### src/rtl/scan_pkg.sv
package scan_pkg;
  // strobes from control to datapath
  typedef struct packed {
    logic advBit;   // step the bit counter, latch the video bit
    logic wrapBit;  // bit counter returns to zero
    logic advWord;  // step the word counter
    logic wrapWord; // word counter returns to zero
  } scanStrobe_t;
endpackage

### src/rtl/scanCtrl.sv
module scanCtrl
  import scan_pkg::*;
(
  input  logic        slotTick,
  input  logic        bitAtEnd,
  input  logic        wordAtEnd,
  output scanStrobe_t strobe
);
  always_comb begin
    strobe.advBit   = slotTick;
    strobe.wrapBit  = slotTick && bitAtEnd;
    strobe.advWord  = slotTick && bitAtEnd;
    strobe.wrapWord = slotTick && bitAtEnd && wordAtEnd;
  end
endmodule

### src/rtl/scanPath.sv
module scanPath
  import scan_pkg::*;
#(
  parameter int BITS_PER_WORD   = 18,
  parameter int WORDS_PER_FRAME = 44,
  parameter int MEM_LINES       = 16,
  parameter int PAGE_W          = 4,
  localparam int BIT_W     = $clog2(BITS_PER_WORD),
  localparam int WORD_W    = $clog2(WORDS_PER_FRAME),
  localparam int LINE_W    = WORD_W - 1,
  localparam int MEM_WORDS = 2 * MEM_LINES,
  localparam int MOFF_W    = $clog2(MEM_WORDS),
  localparam int REG_WORDS = WORDS_PER_FRAME - MEM_WORDS,
  localparam int REG_W     = $clog2(REG_WORDS)
) (
  input  logic                     clk,
  input  logic                     rstN,
  input  scanStrobe_t              strobe,
  input  logic [PAGE_W-1:0]        pageSel,
  input  logic [BITS_PER_WORD-1:0] memData,
  input  logic [BITS_PER_WORD-1:0] regData,
  output logic                     bitAtEnd,
  output logic                     wordAtEnd,
  output logic [BIT_W-1:0]         bitAddr,
  output logic [WORD_W-1:0]        wordAddr,
  output logic [LINE_W-1:0]        lineNum,
  output logic [PAGE_W+MOFF_W-1:0] memAddr,
  output logic                     srcReg,
  output logic [REG_W-1:0]         regAddr,
  output logic                     hSync,
  output logic                     vSync,
  output logic                     videoPulse
);
  localparam logic [BIT_W-1:0]  BIT_LAST  = BIT_W'(BITS_PER_WORD - 1);
  localparam logic [WORD_W-1:0] WORD_LAST = WORD_W'(WORDS_PER_FRAME - 1);
  localparam logic [WORD_W-1:0] REG_BASE  = WORD_W'(MEM_WORDS);

  logic [WORD_W-1:0] regDiff;
  logic              selBit;

  assign bitAtEnd  = (bitAddr == BIT_LAST);
  assign wordAtEnd = (wordAddr == WORD_LAST);

  // bit counter
  always_ff @(posedge clk) begin
    if (!rstN)               bitAddr <= '0;
    else if (strobe.wrapBit) bitAddr <= '0;
    else if (strobe.advBit)  bitAddr <= bitAddr + BIT_W'(1);
  end

  // word counter
  always_ff @(posedge clk) begin
    if (!rstN)                wordAddr <= '0;
    else if (strobe.wrapWord) wordAddr <= '0;
    else if (strobe.advWord)  wordAddr <= wordAddr + WORD_W'(1);
  end

  // address formation
  always_comb begin
    lineNum = wordAddr[WORD_W-1:1];
    srcReg  = (wordAddr >= REG_BASE);
    memAddr = {pageSel, MOFF_W'(wordAddr)};
    regDiff = wordAddr - REG_BASE;
    regAddr = srcReg ? REG_W'(regDiff) : '0;
  end

  // raster markers
  always_comb begin
    hSync = (bitAddr == '0) && !wordAddr[0];
    vSync = (bitAddr == '0) && (wordAddr == '0);
  end

  // video source select and end-of-slot pulse
  assign selBit = srcReg ? regData[bitAddr] : memData[bitAddr];

  always_ff @(posedge clk) begin
    if (!rstN)              videoPulse <= 1'b0;
    else if (strobe.advBit) videoPulse <= selBit;
    else                    videoPulse <= 1'b0;
  end
endmodule

### src/rtl/scanAddrGen.sv
module scanAddrGen
  import scan_pkg::*;
#(
  parameter int BITS_PER_WORD   = 18,
  parameter int WORDS_PER_FRAME = 44,
  parameter int MEM_LINES       = 16,
  parameter int PAGE_W          = 4,
  localparam int BIT_W     = $clog2(BITS_PER_WORD),
  localparam int WORD_W    = $clog2(WORDS_PER_FRAME),
  localparam int LINE_W    = WORD_W - 1,
  localparam int MEM_WORDS = 2 * MEM_LINES,
  localparam int MOFF_W    = $clog2(MEM_WORDS),
  localparam int REG_WORDS = WORDS_PER_FRAME - MEM_WORDS,
  localparam int REG_W     = $clog2(REG_WORDS)
) (
  input  logic                     clk,
  input  logic                     rstN,
  input  logic                     slotTick,
  input  logic [PAGE_W-1:0]        pageSel,
  input  logic [BITS_PER_WORD-1:0] memData,
  input  logic [BITS_PER_WORD-1:0] regData,
  output logic [BIT_W-1:0]         bitAddr,
  output logic [WORD_W-1:0]        wordAddr,
  output logic [LINE_W-1:0]        lineNum,
  output logic [PAGE_W+MOFF_W-1:0] memAddr,
  output logic                     srcReg,
  output logic [REG_W-1:0]         regAddr,
  output logic                     hSync,
  output logic                     vSync,
  output logic                     videoPulse
);
  scanStrobe_t strobe;
  logic        bitAtEnd;
  logic        wordAtEnd;

  scanCtrl u_ctrl (
    .slotTick  (slotTick),
    .bitAtEnd  (bitAtEnd),
    .wordAtEnd (wordAtEnd),
    .strobe    (strobe)
  );

  scanPath #(
    .BITS_PER_WORD   (BITS_PER_WORD),
    .WORDS_PER_FRAME (WORDS_PER_FRAME),
    .MEM_LINES       (MEM_LINES),
    .PAGE_W          (PAGE_W)
  ) u_path (
    .clk        (clk),
    .rstN       (rstN),
    .strobe     (strobe),
    .pageSel    (pageSel),
    .memData    (memData),
    .regData    (regData),
    .bitAtEnd   (bitAtEnd),
    .wordAtEnd  (wordAtEnd),
    .bitAddr    (bitAddr),
    .wordAddr   (wordAddr),
    .lineNum    (lineNum),
    .memAddr    (memAddr),
    .srcReg     (srcReg),
    .regAddr    (regAddr),
    .hSync      (hSync),
    .vSync      (vSync),
    .videoPulse (videoPulse)
  );
endmodule

### config.mk
export PLATFORM = sky130hd
export DESIGN_NAME = scanAddrGen
export DESIGN_NICKNAME = d
export VERILOG_FILES = /design/src/rtl/scan_pkg.sv /design/src/rtl/scanCtrl.sv /design/src/rtl/scanPath.sv /design/src/rtl/scanAddrGen.sv
export SDC_FILE = /design/constraint.sdc
export NUM_CORES = 1
export LEC_CHECK = 0
export ABC_AREA = 1
export BUFFER_PORTS_ARGS = -buffer_cell sky130_fd_sc_hd__clkbuf_2
export CAP_MARGIN = 0
export CORE_ASPECT_RATIO = 0.8
export CORE_MARGIN = 1
export CORE_UTILIZATION = 43
export DETAILED_ROUTE_END_ITERATION = 10
export MAX_ROUTING_LAYER = met4
export PLACE_DENSITY = 0.87
export SLEW_MARGIN = 20
export SYNTH_ARGS = -nofsm -noshare
export SYNTH_HDL_FRONTEND = slang
export SYNTH_SLANG_ARGS = --single-unit
### constraint.sdc
create_clock -name clk -period 1.6 [get_ports clk]
set_input_delay 0.08 -clock clk [delete_from_list [all_inputs] [get_ports clk]]
set_output_delay 0.08 -clock clk [all_outputs]
set_load 0.1 [all_outputs]
* Word-level counts from Yosys, hierarchy flattened
Cells that the tools add are included.
Cells by class: $add $sub $neg 3, order comparisons 2, equality and inequality tests 2, muxes and demuxes 6, bitwise logic cells 1, reduce and logical (&&, ||, !) cells 10
Operator list (number):
- 1-bit binary-select mux with 5-bit select | 2
- 6-bit by 1-bit adder with 6-bit output (second input constant) | 1
- 6-bit == test (second input constant) | 1
- 6-bit greater-or-equal comparator (second input constant) | 1
- 6-bit logical NOT | 1
- 5-bit by 6-bit less-than comparator with 1-bit output (second input constant) | 1
- 5-bit by 1-bit adder with 5-bit output (second input constant) | 1
- 5-bit == test (second input constant) | 1
- 5-bit logical NOT | 1
- 1-bit logical AND | 4
- 4-bit two-way mux | 1
- 2-bit OR reduction | 2
- 4-bit by 1-bit subtractor with 4-bit output (second input constant) | 1
- 1-bit two-way mux | 3
- 2-bit AND reduction | 1
- 1-bit logical NOT | 1
- 1-bit inverter | 1
Storage, ports and cells: register bits after elaboration 12, bits of input ports 43, output and inout port bits 33, logic and storage cells 27

* Depth between registers and ports, before layout
Gate-level depths: netlist of run 1.
depth after elaboration 4, gate-level depth with buffers 12, depth with buffers taken out 12

* By module
A second synthesis of run 1 with hierarchy kept.
Second synthesis, totals: cells, all modules 219, area, all modules 1208.7 um2
Modules (own cells, without submodules):
- scanPath | instances 1, cells each 213, area an instance 1176.1 um2, sequential area each 240.2 um2
- scanCtrl | instances 1, cells each 6, area an instance 32.5 um2, sequential area each 0.0 um2

* Worst setup path before layout of run 1
Ideal clock, no wire load.
path type register to output, start register u_path.bitAddr[0], end output vSync, arrival 4163 ps, slack -2643 ps, cell stages (with the launch flop) 6, buffers on the path 1, cell sequence dfxtp_1 -> inv_2 -> buf_6 -> ha_1 -> nand3_1 -> nor4_1
On the way: word-level cells in the longest chain between the ends 2
Ends and longest elaborated chain:
- from (decl) | RTL line scanPath.sv:24 | output logic [BIT_W-1:0] bitAddr,
- from (signal assigned) | RTL line scanPath.sv:48 | else if (strobe.advBit) bitAddr <= bitAddr + BIT_W'(1);
- 5-bit logical NOT | RTL line scanPath.sv:70 | vSync = (bitAddr == '0) && (wordAddr == '0);
- 1-bit logical AND | RTL line scanPath.sv:70
- to (decl) | RTL line scanAddrGen.sv:29 | output logic vSync,
No other way between the ends.

* Worst setup path in the final report of run 1
start register u_path.bitAddr[1], end output vSync
Same word-level chain as after synthesis.

==> results of run 1 <==
-- per-stage QoR --
stage	utilization, %	area (sq um)	cells	power [W]
6_report	67.0	1720	312	0.000882
5_1_grt	67.0	1720	312	0.000939
4_1_cts	63.6	1630	304	0.000864
3_5_place_dp	61.4	1570	298	0.000658
3_3_place_gp	61.4	1570	298	0.000651
2_1_floorplan	-	1300	215	0.000600
-- how the worst max path moves through the flow --
| stage | to | slack, ns | startpoint | cells after the start |
|---|---|---|---|---|
| 6_report | vSync | 0.05 | u_path.bitAddr[1] | 5 |
| 5_1_grt | vSync | -0.03 | u_path.bitAddr[0] | 5 |
| 4_1_cts | vSync | 0.03 | u_path.bitAddr[2] | 4 |
| 3_5_place_dp | u_path.wordAddr[4] | 0.13 | u_path.bitAddr[1] | 7 |
| 3_3_place_gp | u_path.wordAddr[3] | 0.17 | u_path.bitAddr[1] | 7 |
| 2_1_floorplan | vSync | -0.46 | u_path.bitAddr[0] | 5 |
-- timing repair --
item                                    CTS  global route
pin swaps                                 1             2
endpoints found under the setup margin    1             1
buffers inserted                          2             8
gates resized for setup                   6             4
hold buffers                              0             0
-- sequential cells by signal (all words and copies together), names as in the netlist --
signal,cells
u_path.bitAddr,5
u_path.videoPulse,1
u_path.wordAddr,6
-- cell families after synthesis --
| kind of cell | synth area share [%] |
|---|---|
| compound gates | 5.51 |
| flops | 19.6 |
| xor+xnor | 0.714 |
| fa+ha+maj | 5.10 |
| buf+inv | 22.3 |
| simple gates | 46.7 |
-- cell usage after synthesis (all sizes together) --
cell / instances
o21ai: 1
buf: 19
xor2: 1
nor4: 4
a41oi: 1
or2: 1
a21oi: 8
nand3: 19
nand2: 83
nor3: 5
inv: 34
o31ai: 1
a31oi: 1
clkbuf: 2
nor3b: 1
ha: 5
dfxtp: 12
nor2: 17
-- worst min-delay path, cell delays in order --
cell	delay, ns
clkbuf_2	0.11
nand2_2	0.14
nor3b_2	0.06
-- report_power, final --
| group | internal (W) | switching (W) |
|---|---|---|
| Clock | 0.0000906 | 0.000107 |
| Combinational | 0.000152 | 0.000228 |
| Sequential | 0.000294 | 0.0000107 |
-- routing by layer --
layer  share of wire (%)  track usage, %  vias up
met5                   0               -        -
met1                  44            29.0      663
met3                 8.2            4.99        8
li1                    -               -      774
met2                  45            40.1       70
met4                 1.9            7.78        0
-- layout make-up --
cell class                 instances  area share, %
sequential                        12           16.0
timing repair buffer              78           26.8
clock buffer                       3           1.31
tap                               36           2.62
inverter                          34           8.53
multi-input combinational        148           44.5
clock inverter                     1          0.219
==> metrics, run 1 <==
mean routed wirelength per cell=11.1 microns; fillers=236; first-pass GRT wire length=5440 microns; Multi-input gate area=764 sq um; CTS tree=done; Hold Path Cell Cnt=3; Synthesized Nets=263; Largest delay share family, worst path=simple AND/OR/NAND/NOR gates; #FFs+latches synth=12; via count of the first global-routing pass=1,299; r2r setup slk=0.17 ns; GRT Total Usage=24.3%; leak pwr=0.990 nW; Post-Syn Area per Cell=5.70 sq um; final hold vios=0; worst r2r src=u_path.bitAddr[0]; worst slack, placed=0.128 ns; minimum clock period=1.55 ns; Max Slew Vio Count=0; Seq/Total Area, Yosys=19.6%; fmax=647 MHz; total clock sinks=12; CTS buffer count=3; placed wire-length estimate=2540 microns; Core Area=0.00256 sq mm; CP Data Required Time=1.52 ns; Rel. slew slack=63.6%; GP Congestion=0.846; Netlist cell types=25; critical-path cell list=inv_8 -> ha_4 -> nand3_4 -> nor4_4 -> buf_12; Slew @ Worst Pin=0.549 ns; crit path capture type=output pin; Vias=1,515; Detail Route Antenna Nets=0; most common cell after layout, fill and taps aside=nand2_1; largest net degree at the start of global routing=19; Clock Tree Root=clkbuf_4; cell count after synthesis=215; clock tree buffer depth=2; Crit Path Max Fanout=5; hold path start=rstN; PwrDens=514 mW/mm^2; Setup Skew=0.00474 ns; Final period util=96.7%; endpoints failing setup=0; Ys Warns=0; capture point of the worst reg-to-reg path=u_path.videoPulse; ratio of cells with drive above 1 in the final layout=38.8%; worst hold path type=in2reg; R2R depth=10; cell row count=16; final setup TNS=0 ns; Startpoint Class=flop; RSZ-0062 raised after global routing=yes; full die area=0.00307 sq mm; Ant. Diodes=0; Hold EP=u_path.wordAddr[2]; outcome=completed; synth top area cells=nand2_1 25%, dfxtp_1 20%, inv_1 9.5%, buf_4 9.2%, nand3_1 7.3%; area share of the largest cell type after synthesis=25.1%; DRT Wirelength=3470 microns; commonest cells after routing, fill and taps aside=82 x nand2_1, 65 x clkbuf_2, 30 x inv_1, 17 x nand3_1, 14 x nor2_1; max_cap viols=0; 1st-iter DRT viols=74; Worst-path clk slew=0.08 ns; Register Area=274 sq um; Die Y=49.8 microns; drt via density=4.86; CP Buf/Inv Count=2; Layout area overhead=40.0%; number of port buffers=67; Max rail drop VDD=422 uV; Critical-path top delay cell=dfxtp_4; First-pass DRT Iterations=5; io pins=76; grt total ovfl=0; initial antenna violation count=0; Post-Syn Area=0.00123 sq mm; Worst Setup Path Type=reg2out; DRC=0; CTS H-tree depth=1; hold_ws=0.131 ns; chip width=61.7 microns; Critical Path AT=1.47 ns; Initial Util=47.9%; nets=325; Clk Latency, worst-skew pair=0.28 ns; CP peak stage delay=0.37 ns; worst setup margin=0.0532 ns; Yosys top cell by area=nand2_1
No activity file was read; power rests on OpenSTA's default activity.
==> run 2, diff against run 1 <==
ABC_AREA = not set   (was 1)
CORE_UTILIZATION = 40   (was 43)
PLACE_DENSITY = 0.84   (was 0.87)
==> run 2 against run 1 <==
  * Synthesized cell count decreased by 40%
  * Worst setup slack got worse by 0.053 ns
  * Clock power rose by 25%
  * Global-route usage shrank 1.6 points
  * Synthesized area fell by 8.5%
  * Clock skew is 0.0049 ns higher
  * Cell area fell by 8.6%
  * Sequential share of layout area rose by 0.70 points
==> metrics, run 2 <==
outcome=completed (unchanged); CTS buffer count=3 (unchanged); GP Congestion=0.906 (was 0.846); largest net degree at the start of global routing=12 (was 19); First-pass DRT Iterations=4 (was 5); area share of the largest cell type after synthesis=21.4% (was 25.1%); Vias=1,143 (was 1,515); hold path start=rstN (unchanged); cell count after synthesis=128 (was 215); leak pwr=0.726 nW (was 0.990 nW); crit path capture type=flop (was output pin); Clock Tree Root=clkbuf_4 (unchanged); capture point of the worst reg-to-reg path=u_path.videoPulse (unchanged); Max rail drop VDD=421 uV (was 422 uV); DRC=0 (unchanged); CP startpoint=u_path.bitAddr[0] (was u_path.bitAddr[1]); Synthesized Nets=176 (was 263); Largest register FFs=6 (unchanged); io pins=76 (unchanged); Startpoint Class=flop (unchanged); Layout area overhead=39.8% (was 40.0%); final setup TNS=0 ns (unchanged); total clock sinks=12 (unchanged); placed wire-length estimate=2360 microns (was 2540 microns); PwrDens=617 mW/mm^2 (was 514 mW/mm^2); initial antenna violation count=0 (unchanged); Worst-path clk slew=0.08 ns (about the same); worst r2r src=u_path.bitAddr[0] (unchanged); DRT Wirelength=2950 microns (was 3470 microns); Post-Syn Area=0.00112 sq mm (was 0.00123 sq mm); first-pass GRT wire length=4980 microns (was 5440 microns); commonest cells after routing, fill and taps aside=65 x clkbuf_2, 13 x nor2_1, 9 x mux2i_1, 8 x dfxtp_2, 6 x nand2_1 (was 82 x nand2_1, 65 x clkbuf_2, 30 x inv_1, 17 x nand3_1, 14 x nor2_1); mean routed wirelength per cell=13.4 microns (was 11.1 microns); RSZ-0062 raised after global routing=yes (unchanged); grt total ovfl=0 (unchanged); GRT Total Usage=22.7% (was 24.3%); placed cell area=0.00150 sq mm (was 0.00157 sq mm); worst hold path type=in2reg (unchanged); 1st-iter DRT viols=40 (was 74); final hold vios=0 (unchanged); synth top area cells=dfxtp_1 21%, buf_4 10%, mux4_1 9.4%, mux2i_1 8.0%, nor2_1 5.7% (was nand2_1 25%, dfxtp_1 20%, inv_1 9.5%, buf_4 9.2%, nand3_1 7.3%); Crit Path Max Fanout=6 (was 5); Clk Latency, worst-skew pair=0.28 ns (about the same); CP Data Required Time=1.76 ns (was 1.52 ns); Ys Warns=0 (unchanged); #FFs+latches synth=12 (unchanged); max_cap viols=0 (unchanged); Max Slew Vio Count=0 (unchanged); Top FF cell, synth=dfxtp_1 (unchanged); Final period util=100% (was 96.7%); Slew @ Worst Pin=0.561 ns (was 0.549 ns); Initial Util=44.1% (was 47.9%); Die Y=49.4 microns (was 49.8 microns); Top reg by flops=u_path.wordAddr (unchanged); CTS H-tree depth=1 (unchanged); Post-synth EDFFs=0 (unchanged); Core Area=0.00254 sq mm (was 0.00256 sq mm); R2R depth=5 (was 10); minimum clock period=1.60 ns (was 1.55 ns); Netlist cell types=36 (was 25); Critical Path AT=1.76 ns (was 1.47 ns); fmax=625 MHz (was 647 MHz); r2r setup slk=0.0003 ns (was 0.17 ns); Setup Skew=0.00967 ns (was 0.00474 ns); hold_buf cts=0 (unchanged); Ant. Diodes=0 (unchanged); Post-synth ARST share=0% (unchanged); number of port buffers=67 (unchanged); drt via density=5.20 (was 4.86); Detail Route Antenna Nets=0 (unchanged); CTS tree=done (unchanged); Post-Syn Area per Cell=8.77 sq um (was 5.70 sq um); most common cell in the netlist=nor2_1 (was nand2_1); nets=233 (was 325); Yosys top cell by area=dfxtp_1 (was nand2_1); most common cell after layout, fill and taps aside=clkbuf_2 (was nand2_1); endpoints failing setup=0 (unchanged); Rel. slew slack=62.8% (was 63.6%); most frequent cells after synthesis=17 x nor2_1, 15 x buf_4, 12 x dfxtp_1 (was 82 x nand2_1, 31 x inv_1, 18 x nand3_1); full die area=0.00302 sq mm (was 0.00307 sq mm); Worst Setup Path Type=reg2reg (was reg2out); cell row count=16 (unchanged); final core occ=61.7% (was 67.0%); clock tree buffer depth=2 (unchanged); ratio of cells with drive above 1 in the final layout=60.9% (was 38.8%); largest registers=u_path.wordAddr: 6 flops, u_path.bitAddr: 5 flops, u_path.videoPulse: 1 flops (unchanged); final instance area=0.00157 sq mm (was 0.00172 sq mm); Seq/Total Area, Yosys=21.4% (was 19.6%); chip width=61.2 microns (was 61.7 microns); via count of the first global-routing pass=1,124 (was 1,299); crit path capture=u_path.videoPulse (was vSync); hold_ws=0.120 ns (was 0.131 ns)
[run 2: changes by cell type after synthesis, moves of 6 or more]
cell / previous run / this run
nand2_1: 82 / 6
inv_1: 31 / 7
nand3_1: 18 / 4
mux2i_1: 0 / 9
a21oi_1: 8 / 2
[run 2: worst min-delay path by stage]
| stage | end | depth (start not counted) |
|---|---|---|
| 2_1_floorplan | u_path.bitAddr[0] | 2 |
| 6_report | u_path.bitAddr[4] | 3 |
| 4_1_cts | u_path.bitAddr[4] | 3 |
| 3_3_place_gp | memAddr[5] | 0 |
| 5_1_grt | u_path.wordAddr[4] | 2 |
| 3_5_place_dp | memAddr[5] | 0 |
[run 2: worst max-delay path: stages, from the launching register on]
cell and delay, ns:
dfxtp_4 0.38, buf_6 0.13, mux4_2 0.48, mux2_4 0.28, nand3b_1 0.11, a32oi_1 0.11
[run 2: through the flow]
stage,total power [W],cells,setup WS (ns)
final,0.000968,220,0.000288
after global routing,0.00101,220,-0.0428
after CTS,0.000971,220,-0.0178
after detailed placement,0.000703,213,0.0347
after global placement,0.000694,213,0.0907
after floorplan,0.000645,128,-0.331
[run 2: where the power goes]
| part | internal, W | switching (W) |
|---|---|---|
| Combinational | 0.000173 | 0.000227 |
| Sequential | 0.000306 | 0.0000168 |
| Clock | 0.000138 | 0.000108 |
| Total | 0.000617 | 0.000351 |
[run 2: metal layers]
| metal | vias up | track usage, % | part of all wire, % | wire [microns] |
|---|---|---|---|---|
| met5 | - | - | 0 | 0 |
| met4 | 0 | 10.2 | 2.4 | 72 |
| met3 | 10 | 5.04 | 5.9 | 174 |
| met2 | 50 | 36.8 | 51 | 1510 |
| met1 | 534 | 26.2 | 41 | 1200 |
| li1 | 549 | - | - | - |
[run 2: final cells by class]
type	count	area (sq um)
tap	36	45.0
multi-input combinational	88	774
sequential	12	262
inverter	7	33.8
timing repair buffer	73	418
fill	204	973
clock buffer	4	36.3
[run 2: what timing repair did]
item,CTS,global route
setup buffers,3,0
gates resized for setup,7,2
endpoints found under the setup margin,2,2
pin swaps,2,2
[run 2: cells by family (layout without fill, tap and decap cells)]
family / count (synthesis) / in the layout / synth area share [%]
fa+ha+maj: 5 / 5 / 5.57
buf+inv: 28 / 84 / 16.1
mux: 17 / 17 / 21.4
compound gates: 12 / 12 / 7.47
flops: 12 / 12 / 21.4
simple gates: 46 / 46 / 21.9
xor+xnor: 8 / 8 / 6.24
